==> config.mk <==
export PLATFORM = sky130hd
export DESIGN_NAME = wdog_guard
export DESIGN_NICKNAME = d
export VERILOG_FILES = /design/src/rtl/wdg_pkg.sv /design/src/rtl/wdg_window.sv /design/src/rtl/wdg_ctrl_reg.sv /design/src/rtl/wdg_period_cnt.sv /design/src/rtl/wdog_guard.sv
export SDC_FILE = /design/constraint.sdc
export NUM_CORES = 1
export LEC_CHECK = 0
export ABC_AREA = 1
export BUFFER_PORTS_ARGS = -buffer_cell sky130_fd_sc_hd__buf_2
export CAP_MARGIN = 20
export CORE_MARGIN = 8
export CORE_UTILIZATION = 55
export CTS_CLUSTER_SIZE = 8
export DETAILED_ROUTE_END_ITERATION = 12
export PLACE_DENSITY = 0.76
export REMOVE_ABC_BUFFERS = 1
export SLEW_MARGIN = 30
export SYNTH_ARGS = -nofsm -noshare
export SYNTH_HDL_FRONTEND = slang
export SYNTH_SLANG_ARGS = --single-unit
==> constraint.sdc <==
create_clock -name clk -period 2.1 [get_ports clk]
set_input_delay 0 -clock clk [delete_from_list [all_inputs] [get_ports clk]]
set_output_delay 0 -clock clk [all_outputs]
set_load 0.03 [all_outputs]
==> src/rtl/wdg_pkg.sv <==
package wdg_pkg;
  localparam int SEL_W    = 3;
  localparam int BIT_TDIS = 4;
  localparam int BIT_EN   = 3;

  typedef struct packed {
    logic             tdis;
    logic             en;
    logic [SEL_W-1:0] sel;
  } wdg_ctrl_t;
endpackage

==> src/rtl/wdg_window.sv <==
module wdg_window #(
  parameter int WIN_CYC = 4
) (
  input  logic clk,
  input  logic rst,
  input  logic arm,
  output logic open
);
  localparam int WW = (WIN_CYC > 1) ? $clog2(WIN_CYC) : 1;
  localparam logic [WW-1:0] LOAD = WW'(WIN_CYC - 1);

  logic [WW-1:0] left;

  always_ff @(posedge clk) begin
    if (rst) begin
      open <= 1'b0;
      left <= '0;
    end else if (arm) begin
      open <= 1'b1;
      left <= LOAD;
    end else if (open) begin
      if (left == '0) open <= 1'b0;
      else            left <= left - 1'b1;
    end
  end
endmodule

==> src/rtl/wdg_ctrl_reg.sv <==
module wdg_ctrl_reg
  import wdg_pkg::*;
#(
  parameter int DATA_W = 8
) (
  input  logic              clk,
  input  logic              rst,
  input  logic              wr_en,
  input  logic [DATA_W-1:0] wr_data,
  input  logic              win_open,
  output logic              arm,
  output wdg_ctrl_t         ctrl
);
  logic en_q;
  logic [SEL_W-1:0] sel_q;

  assign arm = wr_en & wr_data[BIT_TDIS] & wr_data[BIT_EN];

  always_ff @(posedge clk) begin
    if (rst) begin
      en_q  <= 1'b0;
      sel_q <= '0;
    end else if (wr_en) begin
      sel_q <= wr_data[SEL_W-1:0];
      if (wr_data[BIT_EN])  en_q <= 1'b1;
      else if (win_open)    en_q <= 1'b0;
    end
  end

  always_comb begin
    ctrl.tdis = win_open;
    ctrl.en   = en_q;
    ctrl.sel  = sel_q;
  end
endmodule

==> src/rtl/wdg_period_cnt.sv <==
module wdg_period_cnt #(
  parameter int BASE_EXP = 14,
  parameter int SEL_W    = 3
) (
  input  logic             clk,
  input  logic             rst,
  input  logic             en,
  input  logic [SEL_W-1:0] sel,
  input  logic             kick,
  output logic             pulse
);
  localparam int NSEL  = 1 << SEL_W;
  localparam int CNT_W = BASE_EXP + NSEL - 1;

  logic [CNT_W-1:0] lim [NSEL];
  logic [CNT_W-1:0] cnt;
  logic [CNT_W-1:0] cur_lim;

  for (genvar g = 0; g < NSEL; g++) begin : g_lim
    assign lim[g] = {CNT_W{1'b1}} >> (NSEL - 1 - g);
  end

  assign cur_lim = lim[sel];

  always_ff @(posedge clk) begin
    if (rst) begin
      cnt   <= '0;
      pulse <= 1'b0;
    end else begin
      pulse <= 1'b0;
      if (!en || kick) begin
        cnt <= '0;
      end else if (cnt >= cur_lim) begin
        cnt   <= '0;
        pulse <= 1'b1;
      end else begin
        cnt <= cnt + 1'b1;
      end
    end
  end
endmodule

==> src/rtl/wdog_guard.sv <==
module wdog_guard
  import wdg_pkg::*;
#(
  parameter int BASE_EXP = 14,
  parameter int WIN_CYC  = 4,
  parameter int DATA_W   = 8
) (
  input  logic              clk,
  input  logic              rst,
  input  logic              wr_en,
  input  logic [DATA_W-1:0] wr_data,
  input  logic              kick,
  output logic [DATA_W-1:0] rd_data,
  output logic              pulse_rst
);
  logic      arm;
  logic      win_open;
  wdg_ctrl_t ctrl;

  wdg_window #(.WIN_CYC(WIN_CYC)) u_win (
    .clk (clk),
    .rst (rst),
    .arm (arm),
    .open(win_open)
  );

  wdg_ctrl_reg #(.DATA_W(DATA_W)) u_reg (
    .clk     (clk),
    .rst     (rst),
    .wr_en   (wr_en),
    .wr_data (wr_data),
    .win_open(win_open),
    .arm     (arm),
    .ctrl    (ctrl)
  );

  wdg_period_cnt #(.BASE_EXP(BASE_EXP), .SEL_W(SEL_W)) u_cnt (
    .clk  (clk),
    .rst  (rst),
    .en   (ctrl.en),
    .sel  (ctrl.sel),
    .kick (kick),
    .pulse(pulse_rst)
  );

  always_comb begin
    rd_data              = '0;
    rd_data[BIT_TDIS]    = ctrl.tdis;
    rd_data[BIT_EN]      = ctrl.en;
    rd_data[SEL_W-1:0]   = ctrl.sel;
  end
endmodule

==> out/metrics.csv, run 1 <==
metric,value,unit
outcome,completed,
worst hold margin,0.003107,ns
initial cell density of the core,56.79,%
Post-Layout Cell Count,285,
final hold vios,0,
synthesized flop and latch total,29,
yosys warns,0,
Crit Reg-Reg Startpoint,u_reg.sel_q[0],
initial antenna violation count,0,
vias in the first global route,1297,
MaxCap Viol Count,0,
Crit Path Max Fanout,21,
Peak supply drop,0.4100,mV
Setup TNS Final,0,ns
Synth Area in Compound Gates,5.723,%
all-layer global routing usage,13.63,%
die footprint,5139,um2
hold path start,wr_data[3],
Hold Path Depth,3,
multiplexer share of the synthesized area,0,%
RSZ-0062 raised after global routing,no,
XOR/XNOR share of the synthesized area,7.704,%
crit start category,register,
critical path type,register to register,
Power Dens Cells,547.0,nW/um2
cts bufs inserted,5,
number of clock sinks,29,
reg2reg setup slack,0.25,ns
placed inst area,1767,um2
"Design Area, Final",1929,um2
Longest Clk Path Bufs,2,
Die Span Y,71.69,um
"commonest non-fill, non-tap cells in the layout","42 x nand2_1, 28 x nor2_1, 27 x dfxtp_1, 26 x inv_1, 22 x nor2_2",
Setup-failing EPs final,0,
antenna cell count,0,
post-synthesis sequential area ratio,34.04,%
wire length on met2,1513,um
simple-gate portion of the synthesized area,35.22,%
minimum clock period,1.846,ns
core area,3003,um2
met3 wire length,122,um
clk slew on worst S/H paths,0.10,ns
Final Net Count,272,
CTS tree,yes,
first-pass GRT wire length,5533,um
layout cells sized above 1,21.43,%
Synth cell types,23,
Final Max Slew Viols,0,
die width,71.69,um
total leakage power,0.8454,nW
Final period util,87.92,%
final core utilization,64.25,%
Layout area overhead,13.13,%
top sig layer,met4,
gpl congestion,0.8122,
Initial DRC Count,91,
CP arrival,2.11,ns
Power Total,1.055,mW
critical path endpoint category,register,
Post-Place Worst Slack,0.2402,ns
"most common cell after layout, fill and taps aside",nand2_1,
Synth Instances,225,
main combinational cell family by area after synthesis,simple AND/OR/NAND/NOR gates,
Via Count,1372,
CTS H-tree lvls,2,
Peak Freq,0.5416,GHz
Clock Latency Late Sink,0.33,ns
drt first pass iters,5,
met1 wire length,1474,um
Setup Buffers After CTS,0,
DP HPWL,2314,um
placed cells,268,
DRC Markers,0,
cells on worst reg2reg path,8,
reg-to-reg endpoint,u_cnt.cnt[0],
Root Buffer,clkbuf_4,
Mapped Area,1705,um2
critical path required time,2.36,ns
final WL,3155,um
final worst setup slack,0.2537,ns
Mean Syn Cell Area,7.579,um2
Detail Route Antenna Nets,0,
hold crit path type,input pin to register,
Hold EP,u_win.left[1],
Via density,4.814,
Rows,20,
post-DR wirelength/cell,11.07,um
pin count of the biggest net entering global routing,22,
clock skew,0.01208,ns
Port Buf Inserts,14,
area share of fa/ha/maj cells after synthesis,6.603,%
gr ovfl total,0,
IO Pins,21,
flip-flops by register name (all words and copies together), names as in the netlist:
register     cells
u_cnt.pulse      1
u_cnt.cnt       21
u_reg.en_q       1
u_reg.sel_q      3
u_win.left       2
u_win.open       1
critical path, stage by stage, from the launching register on:
cell and delay (ns):
dfxtp_1 0.43, nand3_1 0.10, ha_1 0.33, a21oi_1 0.15, o21ai_0 0.12, nor2_1 0.24, nand4_4 0.12, buf_12 0.19
nor2_1 0.09
kinds of logic (layout without fill, tap and decap cells):
group	count (synthesis)	after routing
and+or+nand+nor	118	118
buffers and inverters	34	59
DFF	29	29
AOI/OAI and AO/OA	19	19
xor gates and xnor gates	15	15
adders and majority gates	9	9
other	1	3
metal layers:
layer / up-vias / GRT usage, %
li1: 751 / -
met1: 596 / 15.98
met2: 20 / 22.37
met3: 5 / 3.905
met4: 0 / 6.122
met5: - / 0
worst max-delay path by stage:
stage / from / end / slack (ns) / depth (start not counted)
final: u_reg.sel_q[0] / u_cnt.cnt[0] / 0.25 / 8
after global routing: u_reg.sel_q[0] / u_cnt.cnt[0] / 0.03 / 8
after CTS: u_reg.sel_q[1] / u_cnt.cnt[0] / 0.21 / 8
after detailed placement: u_reg.sel_q[1] / u_cnt.cnt[0] / 0.24 / 8
after global placement: u_reg.sel_q[1] / u_cnt.cnt[0] / 0.27 / 8
after floorplan: u_reg.sel_q[2] / u_cnt.cnt[0] / 0.08 / 7
synthesized netlist by cell type:
cell type	number	share of area (%)
o21ai_0	9	2.6
nand4_4	1	1.2
nor2_2	22	8.1
nand3_1	11	3.2
conb_1	1	0.22
a21oi_1	9	2.6
o21bai_1	1	0.44
buf_12	2	2.3
ha_1	9	6.6
nand2_4	2	1.3
nand3b_1	1	0.44
nor2_1	28	6.2
nor3_1	2	0.59
inv_1	26	5.7
buf_4	5	2.2
xnor2_1	10	5.1
inv_2	1	0.22
nor2_8	2	2.3
nand2_1	42	9.2
dfxtp_1	29	34
nand2_2	1	0.37
nand4_1	6	2.2
xor2_1	5	2.6
final cells by class:
class                   instances  area, um2
repair buffers                 24      180.2
clock buffers                   7      65.06
clock inverters                 1      5.005
multi-input cells             164      953.4
fillers                       274       1074
flip-flops and latches         29      583.1
inverters                      27      101.3
well taps                      33      41.29
power by group:
group          internal (mW)  switching [mW]  total [mW]
sequential             0.559         0.00949       0.569
combinational         0.0403          0.0570      0.0972
clock                  0.194           0.196       0.390
total                  0.793           0.262        1.06
timing repair:
item / in CTS / in global routing
endpoints found under the setup margin: 0 / 2
hold buffers: 9 / 0
resized for setup: 0 / 2
hold endpoints to repair: 8 / 0
Power figures use the tool's default switching activity.
==> run 2, diff against run 1 <==
--- a/config.mk
+++ b/config.mk
@@ -13,7 +13,6 @@
 export CTS_CLUSTER_SIZE = 8
 export DETAILED_ROUTE_END_ITERATION = 12
 export PLACE_DENSITY = 0.76
-export REMOVE_ABC_BUFFERS = 1
 export SLEW_MARGIN = 30
 export SYNTH_ARGS = -nofsm -noshare
 export SYNTH_HDL_FRONTEND = slang
==> run 2 against run 1 <==
Against the previous run: core utilization is 1.1 points higher; worst setup slack got worse by 0.14 ns; clock-buffer cell count is the same; largest power group unchanged; cell count rose by 1.1%; sequential cell count did not move; maximum frequency shrank 6.8%; die area unchanged; sequential share of layout area down 0.65 points; register-to-register slack lost 0.14 ns; global-route usage grew 0.23 points.
==> out/metrics.csv, run 2 (synthesis gave the netlist of run 1 again) <==
metric,value,unit,change
clk slew on worst S/H paths,0.09,ns,was 0.10 ns
all-layer global routing usage,13.87,%,was 13.63%
Largest register FFs,21,,unchanged
die footprint,5139,um2,unchanged
cell occurring most often along the worst timing path,o21ai_0,,was nor2_1
initial antenna violation count,0,,unchanged
Comb pwr share,10.2,%,was 9.2%
placed cells,267,,was 268
Worst slew margin,63.02,%,
Worst Path Buf+Inv,0,,was 1
CP arrival,2.24,ns,was 2.11 ns
total leakage power,0.8399,nW,was 0.8454 nW
critical path type,register to register,,unchanged
core area,3003,um2,unchanged
clock skew,0.007995,ns,was 0.01208 ns
Detail Route Antenna Nets,0,,unchanged
final hold vios,0,,unchanged
pin count of the biggest net entering global routing,22,,unchanged
layout cells sized above 1,20.39,%,was 21.43%
Crit path max-delay family,simple AND/OR/NAND/NOR gates,,unchanged
Initial DRC Count,57,,was 91
cells along the critical path,o21ai_0 > ha_1 > a21oi_1 > o21ai_0 > nor2_4 > nand4_2 > nor2_1,,was nand3_1 > ha_1 > a21oi_1 > o21ai_0 > nor2_1 > nand4_4 > buf_12 > nor2_1
Port Buf Inserts,14,,unchanged
final WL,3505,um,was 3155 um
DP HPWL,2331,um,was 2314 um
first-pass GRT wire length,5733,um,was 5533 um
Peak supply drop,0.4023,mV,was 0.4100 mV
cts bufs inserted,5,,unchanged
Power Dens Cells,518.1,nW/um2,was 547.0 nW/um2
Final Net Count,276,,was 272
IO Pins,21,,unchanged
fill count,258,,was 274
minimum clock period,1.982,ns,was 1.846 ns
share of power burned in registers,55.9,%,was 53.9%
Setup-failing EPs final,0,,unchanged
number of clock sinks,29,,unchanged
slowest CP cell,dfxtp_1,,unchanged
initial cell density of the core,56.79,%,unchanged
Clock Latency Late Sink,0.33,ns,about the same
Rows,20,,unchanged
CTS tree,yes,,unchanged
Longest Clk Path Bufs,2,,unchanged
"most common cell after layout, fill and taps aside",nand2_1,,unchanged
antenna cell count,0,,unchanged
Setup TNS Final,0,ns,unchanged
vias in the first global route,1358,,was 1297
sw frac,25.33,%,was 24.84%
Via Count,1454,,was 1372
"commonest non-fill, non-tap cells in the layout","42 x nand2_1, 29 x dfxtp_1, 27 x nor2_1, 26 x inv_1, 22 x nor2_2",,"was 42 x nand2_1, 28 x nor2_1, 27 x dfxtp_1, 26 x inv_1, 22 x nor2_2"
Peak Freq,0.5046,GHz,was 0.5416 GHz
Regs by FF count,"u_cnt.cnt: 21 flops, u_reg.sel_q: 3 flops, u_win.left: 2 flops",,unchanged
Clock power frac,34.0,%,was 36.9%
drt first pass iters,4,,was 5
Root Buffer,clkbuf_4,,unchanged
NetSw,0.2576,mW,was 0.2622 mW
CTS H-tree lvls,2,,unchanged
post-DR wirelength/cell,12.17,um,was 11.07 um
Final period util,94.36,%,was 87.92%
Die Span Y,71.69,um,unchanged
outcome,completed,,unchanged
largest register by flop count,u_cnt.cnt,,unchanged
critical path endpoint category,register,,unchanged
die width,71.69,um,unchanged
worst-margin pin slew,0.5527,ns,
DRC Markers,0,,unchanged
Via density,5.049,,was 4.814
hold crit path type,input pin to register,,unchanged
crit start category,register,,unchanged
Layout area overhead,15.11,%,was 13.13%
critical path required time,2.36,ns,about the same
Crit Path Max Fanout,8,,was 21
Post-Layout Cell Count,288,,was 285
Int Power,0.7594,mW,was 0.7933 mW
gr ovfl total,0,,unchanged
gpl congestion,0.8636,,was 0.8122
MaxCap Viol Count,0,,unchanged
RSZ-0062 raised after global routing,no,,unchanged
"slowest stage delay, CP",0.46,ns,was 0.43 ns
Final Max Slew Viols,0,,unchanged
## run 2: worst paths after layout
path | cells past startpoint | slack (ns) | endpoint | from
min reg2reg | 1 | 0.47 | u_cnt.cnt[0] | u_cnt.cnt[0]
max | 7 | 0.12 | u_cnt.cnt[0] | u_reg.sel_q[2]
max reg2reg | 7 | 0.12 | u_cnt.cnt[0] | u_reg.sel_q[2]
min | 3 | 0.05 | u_reg.sel_q[2] | wr_en
## run 2: tightest hold or removal path: cells and delay by family
kind / cells / cell delay [ns]
compound gates: 1 / 0.09
buf+inv: 2 / 0.24
## run 2: through the flow
step                      area, um2  setup WS [ns]  power [mW]  hold slack, ns  util (%)
after floorplan                1713         0.2107      0.6480         0.06907         -
after global placement         1747        0.07762      0.6597          0.2056     58.17
after detailed placement       1747        0.02450      0.6624          0.2039     58.17
after CTS                      1922      0.0002918       1.022         0.02966     64.00
after global routing           1963       0.001403       1.058         0.06179     65.38
final                          1963         0.1184       1.017         0.05263     65.38
## run 2: power groups by stage
stage | registers, mW | logic [mW] | clock network, mW
6_report | 0.568 | 0.103 | 0.346
5_1_grt | 0.570 | 0.114 | 0.375
4_1_cts | 0.568 | 0.0994 | 0.355
3_5_place_dp | 0.581 | 0.0815 | 0
3_3_place_gp | 0.580 | 0.0795 | 0
2_1_floorplan | 0.587 | 0.0611 | 0
## run 2: routing by layer
metal	track usage, %	vias up	part of all wire (%)
met1	15.50	650	43
met2	23.89	27	50
li1	-	770	-
met4	4.762	0	1.8
met5	0	-	0
met3	4.603	7	5.5
## run 2: layout make-up
type / instances / area, um2 / area share [%]
multi-input combinational: 166 / 994.7 / 50.67
sequential: 29 / 580.6 / 29.57
timing repair buffer: 26 / 190.2 / 9.688
inverter: 27 / 101.3 / 5.163
clock buffer: 7 / 55.05 / 2.804
tap: 33 / 41.29 / 2.103
## run 2: timing repair
| action | 4_1_cts | 5_1_grt |
|---|---|---|
| buffers inserted | 0 | 0 |
| endpoints found under the hold margin | 7 | 0 |
| hold buffers | 12 | 0 |
| endpoints found under the setup margin | 0 | 21 |
| gates resized for setup | 0 | 3 |
